File: config.mk
export PLATFORM = sky130hd
export DESIGN_NAME = rx_err_stats
export DESIGN_NICKNAME = d
export VERILOG_FILES = /design/src/rtl/rx_err_stats_pkg.sv /design/src/rtl/rx_err_rise_det.sv /design/src/rtl/rx_err_sat_cnt.sv /design/src/rtl/rx_err_rd_mux.sv /design/src/rtl/rx_err_stats.sv
export SDC_FILE = /design/constraint.sdc
export NUM_CORES = 1
export LEC_CHECK = 0
export ABC_AREA = 1
export BUFFER_PORTS_ARGS = -buffer_cell sky130_fd_sc_hd__buf_2
export CAP_MARGIN = 25
export CORE_MARGIN = 1.5
export CORE_UTILIZATION = 40
export CTS_CLUSTER_SIZE = 10
export DETAILED_ROUTE_END_ITERATION = 6
export PLACE_DENSITY = 0.58
export SYNTH_ARGS = -nofsm -noshare
export SYNTH_HDL_FRONTEND = slang
export SYNTH_SLANG_ARGS = --single-unit
File: constraint.sdc
create_clock -name clk -period 2.2 [get_ports clk]
set_input_delay 0.22 -clock clk [delete_from_list [all_inputs] [get_ports clk]]
set_output_delay 0.22 -clock clk [all_outputs]
set_load 0.01 [all_outputs]
File: src/rtl/rx_err_stats_pkg.sv
package rx_err_stats_pkg;
  // Counter slots; the slot index times 4 is the byte offset of the register.
  localparam int NUM_CNT  = 3;
  localparam int SLOT_CRC = 0;
  localparam int SLOT_RXE = 1;
  localparam int SLOT_RUNT = 2;
  localparam int OFS_STEP = 4;
endpackage

File: src/rtl/rx_err_rise_det.sv
module rx_err_rise_det (
  input  logic clk,
  input  logic rst,
  input  logic din,
  output logic rise,
  output logic level_q
);
  always_ff @(posedge clk) begin
    if (rst) level_q <= 1'b0;
    else     level_q <= din;
  end

  assign rise = din & ~level_q;
endmodule

File: src/rtl/rx_err_sat_cnt.sv
module rx_err_sat_cnt #(
  parameter int W = 32
) (
  input  logic         clk,
  input  logic         rst,
  input  logic         clr,
  input  logic         inc,
  output logic [W-1:0] count
);
  localparam logic [W-1:0] TOP = {W{1'b1}};

  always_ff @(posedge clk) begin
    if (rst || clr)
      count <= '0;
    else if (inc && (count != TOP))
      count <= count + 1'b1;
  end
endmodule

File: src/rtl/rx_err_rd_mux.sv
module rx_err_rd_mux #(
  parameter int W      = 32,
  parameter int N      = 3,
  parameter int ADDR_W = 8,
  parameter int DATA_W = 32,
  parameter int STEP   = 4
) (
  input  logic              clk,
  input  logic              rst,
  input  logic [ADDR_W-1:0] addr,
  input  logic [N*W-1:0]    cnt_flat,
  output logic [DATA_W-1:0] rd_data
);
  logic [DATA_W-1:0] sel;

  always_comb begin
    sel = '0;
    for (int i = 0; i < N; i++) begin
      if (addr == ADDR_W'(STEP * i))
        sel = DATA_W'(cnt_flat[i*W +: W]);
    end
  end

  always_ff @(posedge clk) begin
    if (rst) rd_data <= '0;
    else     rd_data <= sel;
  end
endmodule

File: src/rtl/rx_err_stats.sv
module rx_err_stats
  import rx_err_stats_pkg::*;
#(
  parameter int CNT_W   = 32,
  parameter int LEN_W   = 16,
  parameter int MIN_LEN = 64,
  parameter int ADDR_W  = 8,
  parameter int DATA_W  = 32
) (
  input  logic              clk,
  input  logic              rst,
  input  logic              eof,
  input  logic              crc_bad,
  input  logic [LEN_W-1:0]  frame_len,
  input  logic              phy_rxerr,
  input  logic [ADDR_W-1:0] addr,
  input  logic              wr_en,
  input  logic [DATA_W-1:0] wr_data,
  output logic [DATA_W-1:0] rd_data
);
  localparam logic [LEN_W-1:0] RUNT_LIMIT = LEN_W'(MIN_LEN);

  logic [NUM_CNT-1:0]       evt;
  logic [NUM_CNT-1:0]       clr;
  logic [NUM_CNT*CNT_W-1:0] cnt_flat;
  logic [CNT_W-1:0]         cnt_vec [NUM_CNT];
  logic                     rxe_rise;
  logic                     rxe_q;
  logic                     unused_wdata;

  // Write data carries no meaning: a write only clears.
  assign unused_wdata = ^wr_data;

  rx_err_rise_det u_rise (
    .clk    (clk),
    .rst    (rst),
    .din    (phy_rxerr),
    .rise   (rxe_rise),
    .level_q(rxe_q)
  );

  assign evt[SLOT_CRC]  = eof & crc_bad;
  assign evt[SLOT_RXE]  = rxe_rise;
  assign evt[SLOT_RUNT] = eof & (frame_len < RUNT_LIMIT);

  for (genvar i = 0; i < NUM_CNT; i++) begin : g_cnt
    assign clr[i] = wr_en && (addr == ADDR_W'(OFS_STEP * i));

    rx_err_sat_cnt #(.W(CNT_W)) u_cnt (
      .clk  (clk),
      .rst  (rst),
      .clr  (clr[i]),
      .inc  (evt[i]),
      .count(cnt_vec[i])
    );

    assign cnt_flat[i*CNT_W +: CNT_W] = cnt_vec[i];
  end

  rx_err_rd_mux #(
    .W     (CNT_W),
    .N     (NUM_CNT),
    .ADDR_W(ADDR_W),
    .DATA_W(DATA_W),
    .STEP  (OFS_STEP)
  ) u_rd (
    .clk     (clk),
    .rst     (rst),
    .addr    (addr),
    .cnt_flat(cnt_flat),
    .rd_data (rd_data)
  );
endmodule

==> results.yml, run 1 <==
drt:
  drcViolationCount: 0
  drt_wl_total_um: 24000
  vias: 8152
  drtIter0Drc: 575
  wl_per_cell_um: 14.39
  ant_nets: 0
  post_drt_via_cell_ratio: 4.887
  drt_pre_antenna_iters: 6
min_path:
  hp-start: "rst"
  whs_path_depth: 2
  hold_class: "input port to flip-flop"
  hold_path_end: "u_rise.level_q"
final_layout:
  final_layout_size_suffix_gt1_share_pct: 12.62
  final_nets: 1455
  fin_util_pct: 47.26
  area_growth_pct: 15.76
  n_antenna_cell: 0
cts:
  cts_buffers: 17
  cts_resized: 0
  h-tree-depth: 4
  clk_pin_slew_ns: 0.07
  cts_tree: "done"
  clk_path_buf_depth: 2
  cts_sinks: 129
  cts_root_buffer: "clkbuf_16"
  hold_buffers: 1
  clock_latency_ns: 0.44
  cts_setup_buffers: 0
pwr:
  power_density_nw_per_um2: 604.5
  pwr-share-seq_pct: 42.3
  internal-power_mw: 4.212
  p_comb_share_pct: 3.4
  switching_share_pct: 24.26
  leakage_nw: 3.619
  ir_drop_mv: 0.5257
  p_clk_share_pct: 54.3
  power_switching_mw: 1.349
logic_synthesis:
  synth_fp_nets: 1386
  synth_area_um2: 7946
  netlist-cell-type-count: 31
  yosys.area.top_type: "dfxtp_1"
  synth_seq_area_share_pct: 32.50
  synthesis.instances: 1321
  synth.avg_cell_area_um2: 6.015
  synth_area_leaders: "dfxtp_1 32%, nand2_1 24%, nor2_1 10%"
  synth_warnings: 0
  yosysTopAreaCellShare_pct: 32.50
  ys_ff_latch: 129
global_routing:
  grt_util_met1_pct: 31.19
  antenna_found_initial: 0
  grt_start_max_net_pins: 33
  grt_pass1_vias: 7517
  grt_usage_pct: 24.54
  grt_overflow: 0
  top_usage_layer: "met2"
  grt_pass1_wl_um: 38800
  grtUsageMet3_pct: 4.365
  grt.met2_usage_pct: 41.90
setup_path:
  arrival_ns: 2.28
  r2r_slack_ns: 0.27
  r2r-end: "g_cnt[2].u_cnt.count[16]"
  path_max_fanout: 29
  reg2reg_from: "g_cnt[2].u_cnt.count[0]"
  critPathSlowestCell: "dfxtp_1"
  crit_path_start_kind: "flip-flop"
  cp_slowest_stage_delay_ns: 0.37
  path_cells: "ha_1 > nand2_2 > nor2_4 > nand2_4 > nor2_4 > nand2_2 > nand2_4 > buf_4 > nand2_1 > a21oi_1"
  cp-end-kind: "flip-flop"
  cp.required_ns: 2.56
  critPathKind: "flip-flop to flip-flop"
  reg2regPathDepth: 10
placed_design:
  place_congestion: 0.9130
  place_ws_ns: 0.2782
  dp_hpwl_um: 18230
  place.port_buffers: 55
timing:
  tns_ns: 0
  fin_hold_ws_ns: 0.08251
  max_freq_mhz: 519.0
  finalHoldViolCount: 0
  rsz0062_at_grt: "false"
  finalMaxSlewViolations: 0
  setup_ws_ns: 0.2731
  skew_ns: 0.01408
  setup_viol: 0
  slew_headroom_pct: 50.09
  period_minus_slack_ns: 1.927
  fin_crit_sh_pct: 87.59
  worst_slew_pin_slew_ns: 0.7487
floorplanning:
  core_um2: 19460
  dieWidth_um: 143.9
  die_height_um: 143.9
  io_pins: 94
  start_util_pct: 40.83
  fp.dieArea_um2: 20720
  rows: 51
status:
  status: "finished, final reports clean"
flow_run:
  drv_cap: 0
==> power by group through the flow <==
stage	sequential [mW]	clock [mW]	combinational, mW
CTS	2.35	3.06	0.191
global placement	2.40	0	0.190
floorplan	2.40	0	0.122
finish	2.35	3.02	0.191
global route	2.35	3.18	0.210
detailed placement	2.40	0	0.190
==> stage by stage <==
stage | instance area, µm² | std cells | power, mW
2_1_floorplan | 7946 | 1321 | 2.524
3_3_place_gp | 8567 | 1635 | 2.592
3_5_place_dp | 8567 | 1635 | 2.592
4_1_cts | 9199 | 1668 | 5.602
5_1_grt | 9199 | 1668 | 5.737
6_report | 9199 | 1668 | 5.561
==> metal layers <==
metal	vias to the layer above	wire length, µm	share of wire, %
li1	4227	-	-
met2	173	11560	48
met3	29	1067	4.4
met4	0	542	2.3
met1	3723	10820	45
met5	-	0	0
==> synth_stat cells <==
cell type    n
nand2_1    512
nor2_1     218
dfxtp_1    129
inv_1      126
a21oi_1     62
nand3_1     58
o21ai_0     45
xor2_1      28
a21oi_2     21
nand4_1     19
clkbuf_1    16
nand2_2     16
xnor2_1     12
buf_2        9
buf_6        6
inv_2        6
nand2_4      6
nor2_4       6
nor2_2       4
nor3_1       4
ha_1         3
o211ai_1     3
buf_12       2
nand3b_1     2
nor3b_1      2
and2_1       1
buf_4        1
buf_8        1
nor2_8       1
nor3_2       1
o21bai_1     1
==> kinds of logic (layout without fill, tap and decap cells) <==
group	after synthesis	after routing	synth area share [%]
and+or+nand+nor	850	850	43.99
buffers and inverters	167	249	9.195
AOI/OAI and AO/OA	132	132	9.432
DFF	129	129	32.50
xor gates and xnor gates	40	40	4.409
adders and majority gates	3	3	0.4724
==> final cells by class <==
| cell class | instances | area (µm²) |
|---|---|---|
| fillers | 2108 | 10260 |
| multi-input cells | 1025 | 4639 |
| flip-flops and latches | 129 | 2582 |
| repair buffers | 85 | 528.0 |
| inverters | 132 | 495.5 |
| clock buffers | 17 | 425.4 |
| well taps | 265 | 331.6 |
| clock inverters | 15 | 196.4 |
==> layout by cell type (no fill, tap or decap), types with 4 or more instances in the layout <==
master | synthesis | layout
nand4_1 | 19 | 19
buf_2 | 9 | 55
a21oi_2 | 21 | 21
clkinv_4 | 0 | 5
nand2_4 | 6 | 6
o21ai_0 | 45 | 45
buf_4 | 1 | 27
nand3_1 | 58 | 58
nor2_1 | 218 | 218
a21oi_1 | 62 | 62
nand2_2 | 16 | 16
clkbuf_16 | 0 | 17
inv_1 | 126 | 126
inv_2 | 6 | 6
nand2_1 | 512 | 512
xor2_1 | 28 | 28
nor2_2 | 4 | 4
nor3_1 | 4 | 4
xnor2_1 | 12 | 12
dfxtp_1 | 129 | 129
inv_6 | 0 | 5
nor2_4 | 6 | 6
==> how the worst max path moves through the flow <==
| stage | start | endpoint | slack [ns] | cells after the start |
|---|---|---|---|---|
| 6_report | g_cnt[2].u_cnt.count[0] | g_cnt[2].u_cnt.count[16] | 0.27 | 10 |
| 3_3_place_gp | addr[2] | g_cnt[0].u_cnt.count[27] | 0.29 | 7 |
| 4_1_cts | g_cnt[2].u_cnt.count[0] | g_cnt[2].u_cnt.count[16] | 0.25 | 10 |
| 2_1_floorplan | g_cnt[0].u_cnt.count[0] | g_cnt[0].u_cnt.count[10] | 0.46 | 11 |
| 5_1_grt | g_cnt[2].u_cnt.count[0] | g_cnt[2].u_cnt.count[16] | 0.05 | 10 |
| 3_5_place_dp | g_cnt[2].u_cnt.count[0] | g_cnt[2].u_cnt.count[16] | 0.28 | 10 |
==> registers in the layout (all words and copies together) (netlist names) <==
register and count:
u_rd.rd_data 32, g_cnt.u_cnt.count 96, u_rise.level_q 1
==> worst max-delay path, delay by kind of cell (launching register included) <==
kind            cells  cell delay [ns]
compound gates      1             0.17
flops               1             0.37
fa+ha+maj           1             0.21
buf+inv             1             0.36
simple gates        7             0.72
Power figures use the tool's default switching activity.
==> run 2: changes to the inputs <==
--- a/config.mk
+++ b/config.mk
@@ -15,4 +15,5 @@
 export PLACE_DENSITY = 0.58
 export SYNTH_ARGS = -nofsm -noshare
 export SYNTH_HDL_FRONTEND = slang
+export SYNTH_HIERARCHICAL = 1
 export SYNTH_SLANG_ARGS = --single-unit
==> run 2 against run 1 <==
Compared with the run above:
- global-route usage shrank 0.77 points
- register-to-register slack lost 0.09 ns
- worst setup slack lost 0.088 ns
- sequential power is essentially flat
- sequential share of layout area shrank 0.34 points
- critical path depth shrank 1
- hold slack lost 0.059 ns
- synthesized area grew 1.5%
- total power shrank 0.70%
- fmax shrank 4.4%
==> results.yml, run 2 <==
drt:
  highest_layer: "met5"
  drcViolationCount: 0
  vias: 8333
  drt_wl_total_um: 24570
  wl_met3_um: 1386
  drtIter0Drc: 618
  wl_per_cell_um: 14.77
  ant_nets: 0
  route.met2.wl_um: 11460
  post_drt_via_cell_ratio: 5.011
  met1_length_um: 10960
  drt_pre_antenna_iters: 6
final_layout:
  layout_commonest_cell: "nand2_1"
  largest_register: "g_cnt.u_cnt/count"
  fin_cells: 1663
  final_layout_size_suffix_gt1_share_pct: 15.81
  final_nets: 1450
  n_antenna_cell: 0
  final_cell_mix: "347 x nand2_1, 222 x nor2_1, 170 x nand3_1"
  fin_util_pct: 47.53
  area_growth_pct: 15.45
  reg_top3: "g_cnt.u_cnt/count: 96 flops, u_rd/rd_data: 32 flops, u_rise/level_q: 1 flops"
  largest_reg_flops: 96
pwr:
  leakage_nw: 4.090
  ir_drop_mv: 0.4313
  power_density_nw_per_um2: 593.1
  totalPowerFinal_mw: 5.522
logic_synthesis:
  synth_area_um2: 8064
  netlist-cell-type-count: 27
  synthesis.instances: 1314
  yosys.area.top_type: "dfxtp_1"
  yosysTopAreaCellShare_pct: 32.02
  async_flop_share_pct: 0
  synth_warnings: 6
  synth.avg_cell_area_um2: 6.137
  synth_ff_type: "dfxtp_1"
  synth-edff-count: 0
  ys_ff_latch: 129
  synth_seq_area_share_pct: 32.02
  synth_area_leaders: "dfxtp_1 32%, nand2_1 16%, nand3_1 11%"
  synth.most_common_cell: "nand2_1"
  synth_fp_nets: 1379
  synthTopCellsByCount: "349 x nand2_1, 226 x nor2_1, 170 x nand3_1"
timing:
  setup_ws_ns: 0.1849
  fin_crit_sh_pct: 91.60
  slew_headroom_pct: 56.10
  tns_ns: 0
  skew_ns: 0.007029
  period_minus_slack_ns: 2.015
  setup_viol: 0
  finalHoldViolCount: 0
  finalMaxSlewViolations: 0
  rsz0062_at_grt: "false"
  worst_slew_pin_slew_ns: 0.6576
  max_freq_mhz: 496.3
cts:
  clock_latency_ns: 0.43
  cts_setup_buffers: 0
  clk_path_buf_depth: 2
  cts_tree: "done"
  cts_resized: 0
  cts_buffers: 17
  cts_root_buffer: "clkbuf_16"
  hold_buffers: 0
  h-tree-depth: 4
  clk_pin_slew_ns: 0.06
  cts_sinks: 129
floorplanning:
  dieWidth_um: 145.0
  die_height_um: 145.0
  io_pins: 94
  fp.dieArea_um2: 21020
  rows: 51
  start_util_pct: 41.16
  core_um2: 19590
setup_path:
  cp.required_ns: 2.57
  path_max_fanout: 23
  reg2regPathDepth: 9
  crit_path_start_kind: "flip-flop"
  reg2reg_from: "g_cnt[1].u_cnt/count[0]"
  cp_slowest_stage_delay_ns: 0.39
  critPathSlowestCell: "dfxtp_1"
  arrival_ns: 2.38
  r2r_slack_ns: 0.18
  critPathKind: "flip-flop to flip-flop"
  cp-end-kind: "flip-flop"
  path_cells: "ha_1 > nand2_1 > nor2_1 > nand2_4 > nor2_8 > nand2_2 > nand2_1 > o21ai_0 > nor2_1"
  r2r-end: "g_cnt[1].u_cnt/count[2]"
flow_run:
  drv_cap: 0
min_path:
  hp-start: "phy_rxerr"
  whs_path_depth: 3
  hold_path_end: "u_rise/level_q"
  hold_class: "input port to flip-flop"
placed_design:
  dp_cells: 1631
  place_congestion: 0.9556
  place_ws_ns: 0.2184
  place.port_buffers: 55
  dp_hpwl_um: 18470
global_routing:
  grt_start_max_net_pins: 33
  grt_pass1_wl_um: 39580
  antenna_found_initial: 1
  grt_pass1_vias: 7643
  grt_usage_pct: 23.77
  grt_overflow: 0
status:
  status: "finished, final reports clean"
==> run 2: worst max-delay path by stage <==
stage	start	endpoint	slack, ns	depth (start not counted)
3_5_place_dp	g_cnt[2].u_cnt/count[0]	g_cnt[2].u_cnt/count[7]	0.22	10
6_report	g_cnt[1].u_cnt/count[0]	g_cnt[1].u_cnt/count[2]	0.18	9
4_1_cts	g_cnt[2].u_cnt/count[0]	g_cnt[2].u_cnt/count[7]	0.20	10
3_3_place_gp	g_cnt[1].u_cnt/count[0]	g_cnt[1].u_cnt/count[2]	0.23	9
5_1_grt	g_cnt[1].u_cnt/count[0]	g_cnt[1].u_cnt/count[1]	0.003	9
2_1_floorplan	g_cnt[1].u_cnt/count[0]	g_cnt[1].u_cnt/count[12]	0.65	9
==> run 2: logic make-up (layout without fill, tap and decap cells) <==
group / Yosys count / count (layout) / share of synthesized area (%)
AO/OA/AOI/OAI: 113 / 113 / 7.106
XOR/XNOR: 6 / 6 / 0.6517
adder cells (fa/ha/maj): 3 / 3 / 0.4655
buffers and inverters: 208 / 292 / 11.36
flip-flops: 129 / 129 / 32.02
AND/OR/NAND/NOR: 855 / 855 / 48.39
==> run 2: final cells by class <==
class | instances | area (µm²)
multi-input cells | 977 | 4581
fillers | 2071 | 10280
clock inverters | 14 | 182.7
clock buffers | 18 | 429.2
well taps | 265 | 331.6
repair buffers | 94 | 580.6
inverters | 166 | 623.1
flip-flops and latches | 129 | 2582
==> run 2: power breakdown <==
| group | switching [mW] | internal [mW] | leakage (nW) |
|---|---|---|---|
| clock | 1.17 | 1.80 | 0.288 |
| sequential | 0.00563 | 2.34 | 1.04 |
| combinational | 0.135 | 0.0661 | 2.76 |
| total | 1.31 | 4.21 | 4.09 |
==> run 2: critical path: cells and delay by family, from the launching register on <==
kind,cells,cell delay [ns]
flops,1,0.39
simple gates,7,1.21
compound gates,1,0.11
fa+ha+maj,1,0.22
==> run 2: routing by layer <==
metal  global-route usage, %  up-vias
li1                        -     4289
met4                   10.10        2
met5                       0        -
met3                   4.591       54
met2                   39.11      221
met1                   30.29     3767
==> run 2: through the flow <==
step,instance area (µm²),hold slack [ns]
CTS,9303,0.02413
floorplan,8064,0.2924
global placement,8691,0.4460
global route,9310,0.04318
detailed placement,8691,0.4648
finish,9310,0.02384
